$ cat src/rtl/bcd_str_pkg.sv
// Package: shared types for the packed decimal string engine.
// Assumes nothing beyond the encodings listed here.
package bcd_str_pkg;
    typedef enum logic [1:0] {
        OP_ADD  = 2'b00,
        OP_SUB  = 2'b01,
        OP_CMP  = 2'b10,
        OP_CMPX = 2'b11
    } bcd_op_t;

    typedef enum logic [2:0] {
        ST_IDLE,
        ST_RSRC,
        ST_RDST,
        ST_CALC,
        ST_WR
    } bcd_state_t;
endpackage

$ cat src/rtl/bcd_pair_alu.sv
// Module: two-digit (or NIB-digit) decimal add/subtract with rippling carry.
// Assumes every input nibble is a valid decimal digit (0..9).
module bcd_pair_alu #(
    parameter int NIB = 2
) (
    input  logic [4*NIB-1:0] a_i,    // destination digits
    input  logic [4*NIB-1:0] b_i,    // source digits
    input  logic             cin_i,  // carry or borrow in
    input  logic             sub_i,  // 1: a - b, 0: a + b
    output logic [4*NIB-1:0] r_o,
    output logic             cout_o
);
    logic [NIB:0] cy;
    assign cy[0] = cin_i;

    for (genvar g = 0; g < NIB; g++) begin : g_nib
        logic [3:0] da, db, dr;
        logic [4:0] t;
        logic       co;
        assign da = a_i[4*g +: 4];
        assign db = b_i[4*g +: 4];

        // Per-digit binary step followed by the decimal adjust of 6.
        always_comb begin
            if (sub_i) begin
                t  = {1'b0, da} - {1'b0, db} - {4'b0, cy[g]};
                co = t[4];
                dr = t[4] ? (t[3:0] - 4'd6) : t[3:0];
            end else begin
                t  = {1'b0, da} + {1'b0, db} + {4'b0, cy[g]};
                co = (t > 5'd9);
                dr = co ? (t[3:0] + 4'd6) : t[3:0];
            end
        end

        assign r_o[4*g +: 4] = dr;
        assign cy[g+1]       = co;
    end

    assign cout_o = cy[NIB];
endmodule

$ cat src/rtl/bcd_step_count.sv
// Module: converts a digit count into a byte step count.
// Counts of 0 or all-ones wrap to the counter's all-ones value.
module bcd_step_count #(
    parameter int DIG_W = 8,
    parameter int CNT_W = 16
) (
    input  logic [DIG_W-1:0] cnt_i,
    output logic [CNT_W-1:0] steps_o
);
    localparam logic [DIG_W-1:0] CNT_ALL1 = '1;
    logic [DIG_W:0] half;

    // Round the digit count up to whole bytes, or apply the wrap rule.
    always_comb begin
        half = ({1'b0, cnt_i} + 1'b1) >> 1;
        if (cnt_i == '0 || cnt_i == CNT_ALL1) steps_o = '1;
        else                                  steps_o = CNT_W'(half);
    end
endmodule

$ cat src/rtl/bcd_string_engine.sv
// Module: sequences reads, decimal arithmetic and write-back over a string.
// Assumes memory acknowledges one request per transfer and holds rdata with ack.
module bcd_string_engine
    import bcd_str_pkg::*;
#(
    parameter int ADDR_W = 16,
    parameter int DIG_W  = 8,
    parameter int CNT_W  = 16
) (
    input  logic              clk,
    input  logic              rst_n,
    input  logic              start,
    input  logic [1:0]        op,
    input  logic [DIG_W-1:0]  digit_cnt,
    input  logic [ADDR_W-1:0] src_addr,
    input  logic [ADDR_W-1:0] dst_addr,
    output logic              busy,
    output logic              done,
    output logic              carry_flag,
    output logic              zero_flag,
    output logic              mem_req,
    output logic              mem_we,
    output logic [ADDR_W-1:0] mem_addr,
    output logic [7:0]        mem_wdata,
    input  logic [7:0]        mem_rdata,
    input  logic              mem_ack
);
    bcd_state_t        state;
    bcd_op_t           op_q;
    logic [ADDR_W-1:0] src_ptr, dst_ptr;
    logic [CNT_W-1:0]  remain, steps;
    logic [7:0]        src_q, dst_q, res_q, alu_r;
    logic              carry_q, nz_q, alu_co, do_write, last_step;

    bcd_step_count #(.DIG_W(DIG_W), .CNT_W(CNT_W)) u_steps (
        .cnt_i   (digit_cnt),
        .steps_o (steps)
    );

    bcd_pair_alu #(.NIB(2)) u_alu (
        .a_i    (dst_q),
        .b_i    (src_q),
        .cin_i  (carry_q),
        .sub_i  (op_q != OP_ADD),
        .r_o    (alu_r),
        .cout_o (alu_co)
    );

    assign do_write  = (op_q == OP_ADD) || (op_q == OP_SUB);
    assign last_step = (remain == CNT_W'(1));

    // Drive the memory port from the current state.
    always_comb begin
        mem_req   = (state == ST_RSRC) || (state == ST_RDST) || (state == ST_WR);
        mem_we    = (state == ST_WR);
        mem_addr  = (state == ST_RSRC) ? src_ptr : dst_ptr;
        mem_wdata = res_q;
    end

    assign busy = (state != ST_IDLE);

    // Step sequencer: load, read pair, compute, optional write, advance.
    always_ff @(posedge clk) begin
        if (!rst_n) begin
            state      <= ST_IDLE;
            op_q       <= OP_ADD;
            src_ptr    <= '0;
            dst_ptr    <= '0;
            remain     <= '0;
            src_q      <= '0;
            dst_q      <= '0;
            res_q      <= '0;
            carry_q    <= 1'b0;
            nz_q       <= 1'b0;
            done       <= 1'b0;
            carry_flag <= 1'b0;
            zero_flag  <= 1'b0;
        end else begin
            done <= 1'b0;
            case (state)
                ST_IDLE: if (start) begin
                    src_ptr <= src_addr;
                    dst_ptr <= dst_addr;
                    remain  <= steps;
                    op_q    <= bcd_op_t'(op);
                    carry_q <= 1'b0;
                    nz_q    <= 1'b0;
                    state   <= ST_RSRC;
                end
                ST_RSRC: if (mem_ack) begin
                    src_q <= mem_rdata;
                    state <= ST_RDST;
                end
                ST_RDST: if (mem_ack) begin
                    dst_q <= mem_rdata;
                    state <= ST_CALC;
                end
                ST_CALC: begin
                    res_q   <= alu_r;
                    carry_q <= alu_co;
                    nz_q    <= nz_q | (|alu_r);
                    if (do_write) begin
                        state <= ST_WR;
                    end else if (last_step) begin
                        carry_flag <= alu_co;
                        zero_flag  <= !(nz_q | (|alu_r));
                        done       <= 1'b1;
                        state      <= ST_IDLE;
                    end else begin
                        src_ptr <= src_ptr + 1'b1;
                        dst_ptr <= dst_ptr + 1'b1;
                        remain  <= remain - 1'b1;
                        state   <= ST_RSRC;
                    end
                end
                ST_WR: if (mem_ack) begin
                    if (last_step) begin
                        carry_flag <= carry_q;
                        zero_flag  <= !nz_q;
                        done       <= 1'b1;
                        state      <= ST_IDLE;
                    end else begin
                        src_ptr <= src_ptr + 1'b1;
                        dst_ptr <= dst_ptr + 1'b1;
                        remain  <= remain - 1'b1;
                        state   <= ST_RSRC;
                    end
                end
                default: state <= ST_IDLE;
            endcase
        end
    end
endmodule

$ cat config.mk
export PLATFORM = sky130hd
export DESIGN_NAME = bcd_string_engine
export DESIGN_NICKNAME = d
export VERILOG_FILES = /design/src/rtl/bcd_str_pkg.sv /design/src/rtl/bcd_pair_alu.sv /design/src/rtl/bcd_step_count.sv /design/src/rtl/bcd_string_engine.sv
export SDC_FILE = /design/constraint.sdc
export NUM_CORES = 1
export LEC_CHECK = 0
export ABC_CLOCK_PERIOD_IN_PS = 4700
export BUFFER_PORTS_ARGS = -buffer_cell sky130_fd_sc_hd__buf_2
export CORE_ASPECT_RATIO = 0.6
export CORE_MARGIN = 5
export CORE_UTILIZATION = 25
export DETAILED_ROUTE_END_ITERATION = 10
export PLACE_DENSITY = 0.55
export SETUP_SLACK_MARGIN = 0.15
export SYNTH_ARGS = -nofsm -noshare
export SYNTH_HDL_FRONTEND = slang
export SYNTH_SLANG_ARGS = --single-unit
$ cat constraint.sdc
create_clock -name clk -period 4.7 [get_ports clk]
set_input_delay 0.235 -clock clk [delete_from_list [all_inputs] [get_ports clk]]
set_output_delay 0.235 -clock clk [all_outputs]
set_load 0.01 [all_outputs]
[After elaboration in Yosys (flattened, before gate mapping)]
Cells that the tools add are included.
Cells by class
  add/subtract/negate cells: 16
  $lt $le $gt $ge: 2
  eq/ne operators: 14
  muxes and demuxes: 49
  bitwise gates (word level): 1
  reduce and logical (&&, ||, !) cells: 22
Operators by type and width (count)
  two-way mux 16 bit: 14
  one-hot mux 16 bit (3 select lines): 3
  adder 16 x 1 -> 16 bit (second input constant): 2
  two-way mux 4 bit: 6
  == test 16 x 1 -> 1 bit (second input constant): 1
  subtractor 16 x 1 -> 16 bit (second input constant): 1
  two-way mux 1 bit: 15
  two-way mux 3 bit: 5
  one-hot mux 3 bit (5 select lines): 1
  adder 4 x 4 -> 5 bit: 2
  adder 5 x 1 -> 5 bit: 2
  greater-than comparator 5 x 4 -> 1 bit (second input constant): 2
  != test 2 bit (second input constant): 5
  one-hot mux 1 bit (2 select lines): 5
  subtractor 4 x 4 -> 5 bit: 2
  subtractor 5 x 1 -> 5 bit: 2
  adder 8 x 1 -> 9 bit (second input constant): 1
  adder 4 x 3 -> 4 bit (second input constant): 2
  == test 8 bit (second input constant): 1
  logical NOT 8 bit: 1
  AND reduction 2 bit: 4
  AND reduction 4 bit: 2
  OR reduction 8 bit: 1
  subtractor 4 x 3 -> 4 bit (second input constant): 2
  13 further kinds: 22
Storage, ports and cells
  bits in registers: 82
  input port bits: 54
  output and inout bits: 30
  logic and storage cells: 117

[Logic depth before layout (Yosys ltp)]
  depth after elaboration: 14
  gate-level depth with buffers: 23
  gate-level depth less buffers: 22

[Hierarchy]
A second synthesis with hierarchy kept.
Unflattened totals
  cells, all modules: 780
  area total of the unflattened synthesis: 6088.3 µm²
Modules (own cells, without submodules)
  bcd_string_engine: instances 1, cells each 593, area an instance 4566.9 µm², seq. area each 1641.6 µm²
  bcd_pair_alu: instances 1, cells each 145, area an instance 1216.2 µm², seq. area each 0.0 µm²
  bcd_step_count: instances 1, cells each 42, area an instance 305.3 µm², seq. area each 0.0 µm²

[Worst setup path before layout]
No wires, ideal clock.
  path type: flip-flop to flip-flop
  from: register src_q[0]
  to: register res_q[5] (netlist: mem_wdata[5])
  setup time: 0.128 ns
  data arrival time: 4.466 ns
  data required time: 4.572 ns
  setup slack: 0.106 ns
  cell stages (with the launch flop): 21
  buffers on the path: 0
  clock period less this slack: 4.594 ns
  cells stage by stage: dfxtp_1 -> fa_1 -> fa_1 -> xor2_1 -> ha_1 -> nand2b_1 -> o2111a_1 -> nor2_1 -> o21ai_0 -> o21a_1 -> inv_1 -> fa_1 -> inv_1 -> fa_1 -> inv_1 -> ha_1 -> a2111oi_0 -> or4b_1 -> mux2_2 -> mux2i_1 -> nor2_1
On the way
  word-level cells in the longest chain between the ends: 8
  elaborated cells on any way between the ends: 14
  those cells by class: 8 x add/sub; 2 x order compare; 4 x mux
Ends and longest elaborated chain
  from (decl): line bcd_string_engine.sv:32  | logic [7:0] src_q, dst_q, res_q, alu_r;
  from (signal assigned): line bcd_string_engine.sv:91  | src_q <= mem_rdata;
  adder 4 x 4 -> 5 bit: line bcd_pair_alu.sv:30  | t = {1'b0, da} + {1'b0, db} + {4'b0, cy[g]};
  adder 5 x 1 -> 5 bit: line bcd_pair_alu.sv:30
  greater-than comparator 5 x 4 -> 1 bit: line bcd_pair_alu.sv:31  | co = (t > 5'd9);
  two-way mux 1 bit (*): line bcd_pair_alu.sv:25  | if (sub_i) begin
  adder 5 x 1 -> 5 bit / subtractor 5 x 1 -> 5 bit (equally long branches): line bcd_pair_alu.sv:30, bcd_pair_alu.sv:26
  adder 4 x 3 -> 4 bit, or another cell as far along: line bcd_pair_alu.sv:32  | dr = co ? (t[3:0] + 4'd6) : t[3:0];
  two-way mux 4 bit (on tied branches): line bcd_pair_alu.sv:32, bcd_pair_alu.sv:28
  two-way mux 4 bit (*): line bcd_pair_alu.sv:25
  to (signal assigned): line bcd_string_engine.sv:99  | res_q <= alu_r;
  to (decl): line bcd_string_engine.sv:32
Mark *: on every way between the ends. The rest lies on a longest branch, timed or not.
A chain may end at the register's enable or synchronous reset.

[Worst setup path in the final report]
  from: register dst_q[0]
  to: register res_q[5] (netlist: mem_wdata[5])
On the way
  word-level cells in the longest chain between the ends: 8
  elaborated cells on any way between the ends: 14
  those cells by class: 8 x add/sub; 2 x order compare; 4 x mux
Ends and longest elaborated chain
  from (decl): line bcd_string_engine.sv:32
  from (signal assigned): line bcd_string_engine.sv:95  | dst_q <= mem_rdata;
  adder 4 x 4 -> 5 bit: line bcd_pair_alu.sv:30
  adder 5 x 1 -> 5 bit: line bcd_pair_alu.sv:30
  greater-than comparator 5 x 4 -> 1 bit: line bcd_pair_alu.sv:31
  two-way mux 1 bit (*): line bcd_pair_alu.sv:25
  adder 5 x 1 -> 5 bit / subtractor 5 x 1 -> 5 bit (equally long branches): line bcd_pair_alu.sv:30, bcd_pair_alu.sv:26
  adder 4 x 3 -> 4 bit, or another cell as far along: line bcd_pair_alu.sv:32
  two-way mux 4 bit (on tied branches): line bcd_pair_alu.sv:32, bcd_pair_alu.sv:28
  two-way mux 4 bit (*): line bcd_pair_alu.sv:25
Marked as above.

==> results.cfg <==
[routing]
wl_per_cell_um = 15.84
drtAntennaViolNets = 0
drcViolationCount = 0
vias = 5746
routed_wl_um = 18580
vias_per_cell = 4.899
drt-initial-drc-count = 441
firstDrtPassIters = 5

[floorplan]
coreArea_mm2 = 0.02297
io_pins = 84
rows = 43
die_h_um = 128.0
die_w_um = 206.6
dieArea_mm2 = 0.02645
initial_core_util = 0.2525

[finish]
area_delta_synth_final_pct = 23.73
final_util = 0.3124
multiInputGateArea_mm2 = 0.004069
seq_area_mm2 = 0.001643
nets = 943
fillCellCount = 2505
finalNonFillerCells = 1173
drive_above_1_share = 0.2308
num_antenna_cells = 0
fin_area_mm2 = 0.007177

[sta]
fmax_mhz = 220.6
finalHoldViolCount = 0
final-setup-viol-count = 0
rsz0062_at_grt = yes
finalCriticalPeriod_ps = 4533
setup_slack_ps = 167.4
skew_ps = 8.725
final_max_slew_viol_count = 0
fin_crit_sh = 0.9644
relSlewSlack = 0.4142
worst_slew_pin_slew_ps = 871.9
tns_ps = 0
hold-worst-slack_ps = 135.3

[logic_synthesis]
synth_nets = 864
synth-seq-cells = 82
synth.avg_cell_area_um2 = 7.494
postSynthCellCount = 774
ys.flop_type = dfxtp_1
synth-edff-count = 0
synth_top_cell_area_share = 0.2830
yosysWarnings = 0
synth_cell_types = 71
syn-cell-area_mm2 = 0.005801
post-synth-top-count-cell = nor2_1
yosysSeqAreaShare = 0.2830
synth_top_cells_by_count = 94 x nor2_1, 82 x dfxtp_1, 81 x nand2_1
ys_async_sr_fraction = 0
synth_area_leaders = dfxtp_1 28%, a21oi_1 6.6%, nor2_1 6.1%, ha_1 6.0%, o21ai_0 5.9%
synth_area_leader_cell = dfxtp_1

[hold_path]
hp-start = mem_rdata[2]
hp-class = input pin to flop

[global_route]
grt_usage = 0.1396
antenna_found_initial = 0
grt_max_degree = 46
grt_overflow = 0
grt_pass1_vias = 5198
grt_pass1_wl_um = 29410

[status]
status = complete, no violations

[power]
peakVddDrop_uv = 151.7
seq_power_share = 0.333
leakage_nw = 2.822
power_mw = 2.552
p_per_area_mw_per_mm2 = 355.6
pwr-share-comb = 0.377
clockPowerShare = 0.291
switchingPower_uw = 951.0
p_int_mw = 1.601
swShare = 0.3726

[cts]
clkTransAtPathRegs_ps = 70
cts_tree = yes
cts.sink_count = 82
holdBufCountCts = 0
cts_max_level = 3
cts_inserted_buffers = 9
cts-root-buf = clkbuf_16
cts_buffer_depth = 2
clk_latency_ps = 350

[worst_setup_path]
cp.required_ps = 4910
cp_max_fo = 3
crit_top_cell = fa_2
cp-start-kind = flop
slowest_delay_ps = 550
cp-startpoint = dst_q[0]$_SDFFE_PN0P_
path_class = flop to flop
worstReg2RegStart = dst_q[0]$_SDFFE_PN0P_
crit_path_end_kind = flop
critPathSlowestCell = fa_2
arrival_ps = 4740
path_cells = fa_2, fa_2, xor2_4, ha_4, nand2b_4, o2111a_1, nor2_2, o21ai_1, o21a_2, inv_2, fa_2, inv_2, fa_2, inv_2, ha_4, nand3_2, mux2i_1, or4b_4, mux2_4, mux2i_1, nor2_1

[place]
hpwl_um = 13570
dp_slack_ps = -117.5
globalplace.congestion = 0.8734
placed_cell_area_mm2 = 0.006591
port-buffer-count = 83
dp.cells = 1143

[job]
maxCapViolations = 0
==> cells by family (layout without fill, tap and decap cells) <==
kind of cell,after synthesis,count (layout),synth area share
adders and majority gates,36,36,0.08801
AOI/OAI and AO/OA,225,225,0.2368
buffers and inverters,77,161,0.05263
muxes,29,29,0.05393
and+or+nand+nor,304,304,0.2539
xor gates and xnor gates,21,21,0.03171
DFF,82,82,0.2830
==> per-layer routing <==
layer | GRT usage | share of wire | vias to the layer above | wire (um)
met5 | 0 | 0 | - | 0
met4 | 0.02893 | 0.0078 | 0 | 144
met3 | 0.02630 | 0.055 | 10 | 1028
met2 | 0.1765 | 0.38 | 134 | 7000
met1 | 0.2342 | 0.56 | 2694 | 10400
li1 | - | - | 2908 | -
==> power by group through the flow <==
| stage | clock [mW] | sequential, mW | combinational [mW] |
|---|---|---|---|
| 4_1_cts | 0.774 | 0.846 | 0.908 |
| 3_3_place_gp | 0 | 0.861 | 0.846 |
| 2_1_floorplan | 0 | 0.830 | 0.615 |
| 6_report | 0.742 | 0.849 | 0.961 |
| 5_1_grt | 0.799 | 0.862 | 1.06 |
| 3_5_place_dp | 0 | 0.861 | 0.848 |
==> final timing paths <==
check / endpoint / slack [ps] / depth (start not counted)
max: mem_wdata[5]$_SDFFE_PN0P_ / 170 / 21
min: src_q[2]$_SDFFE_PN0P_ / 140 / 3
max reg2reg: mem_wdata[5]$_SDFFE_PN0P_ / 170 / 21
min reg2reg: mem_wdata[3]$_SDFFE_PN0P_ / 460 / 2
==> layout by cell type, fill, tap and decap left out, drive strengths merged, types with 4 or more instances in the layout <==
cell type	n
a211oi	18
a21oi	78
a221oi	4
a22oi	4
a2bb2oi	4
a311oi	4
a31oi	5
and2	11
and3	10
buf	111
clkbuf	9
dfxtp	82
fa	8
ha	28
inv	37
mux2	18
mux2i	11
nand2	81
nand2b	14
nand3	24
nand3b	7
nand4	10
nor2	94
nor2b	8
nor3	19
nor4	6
o21a	5
o21ai	68
or3	7
xnor2	15
xor2	6
==> state kept, by name (all words and copies together) (netlist names) <==
register / count
mem_wdata: 8
nz_q: 1
state: 3
carry_q: 1
carry_flag: 1
dst_ptr: 16
src_ptr: 16
remain: 16
op_q: 2
src_q: 8
zero_flag: 1
dst_q: 8
done: 1
==> critical path, delay by kind of cell, from the launching register on <==
kind                       cells  cell delay, ps
xor gates and xnor gates       1             190
and+or+nand+nor                5             840
muxes                          3             500
buffers and inverters          3             160
adders and majority gates      6            1890
DFF                            1             330
AOI/OAI and AO/OA              3             490
==> final cells by class <==
class | instances | share of cell area
clock buffer | 9 | 0.03138
clock inverter | 7 | 0.01063
inverter | 34 | 0.01778
multi-input combinational | 615 | 0.5669
sequential | 82 | 0.2289
tap | 315 | 0.05492
timing repair buffer | 111 | 0.08944
==> timing repair <==
action,CTS,global route
pin swaps,12,8
buffers inserted,9,5
resized for setup,28,13
setup endpoints to repair,5,7
Note: power is estimated with default switching activity, not from simulation.
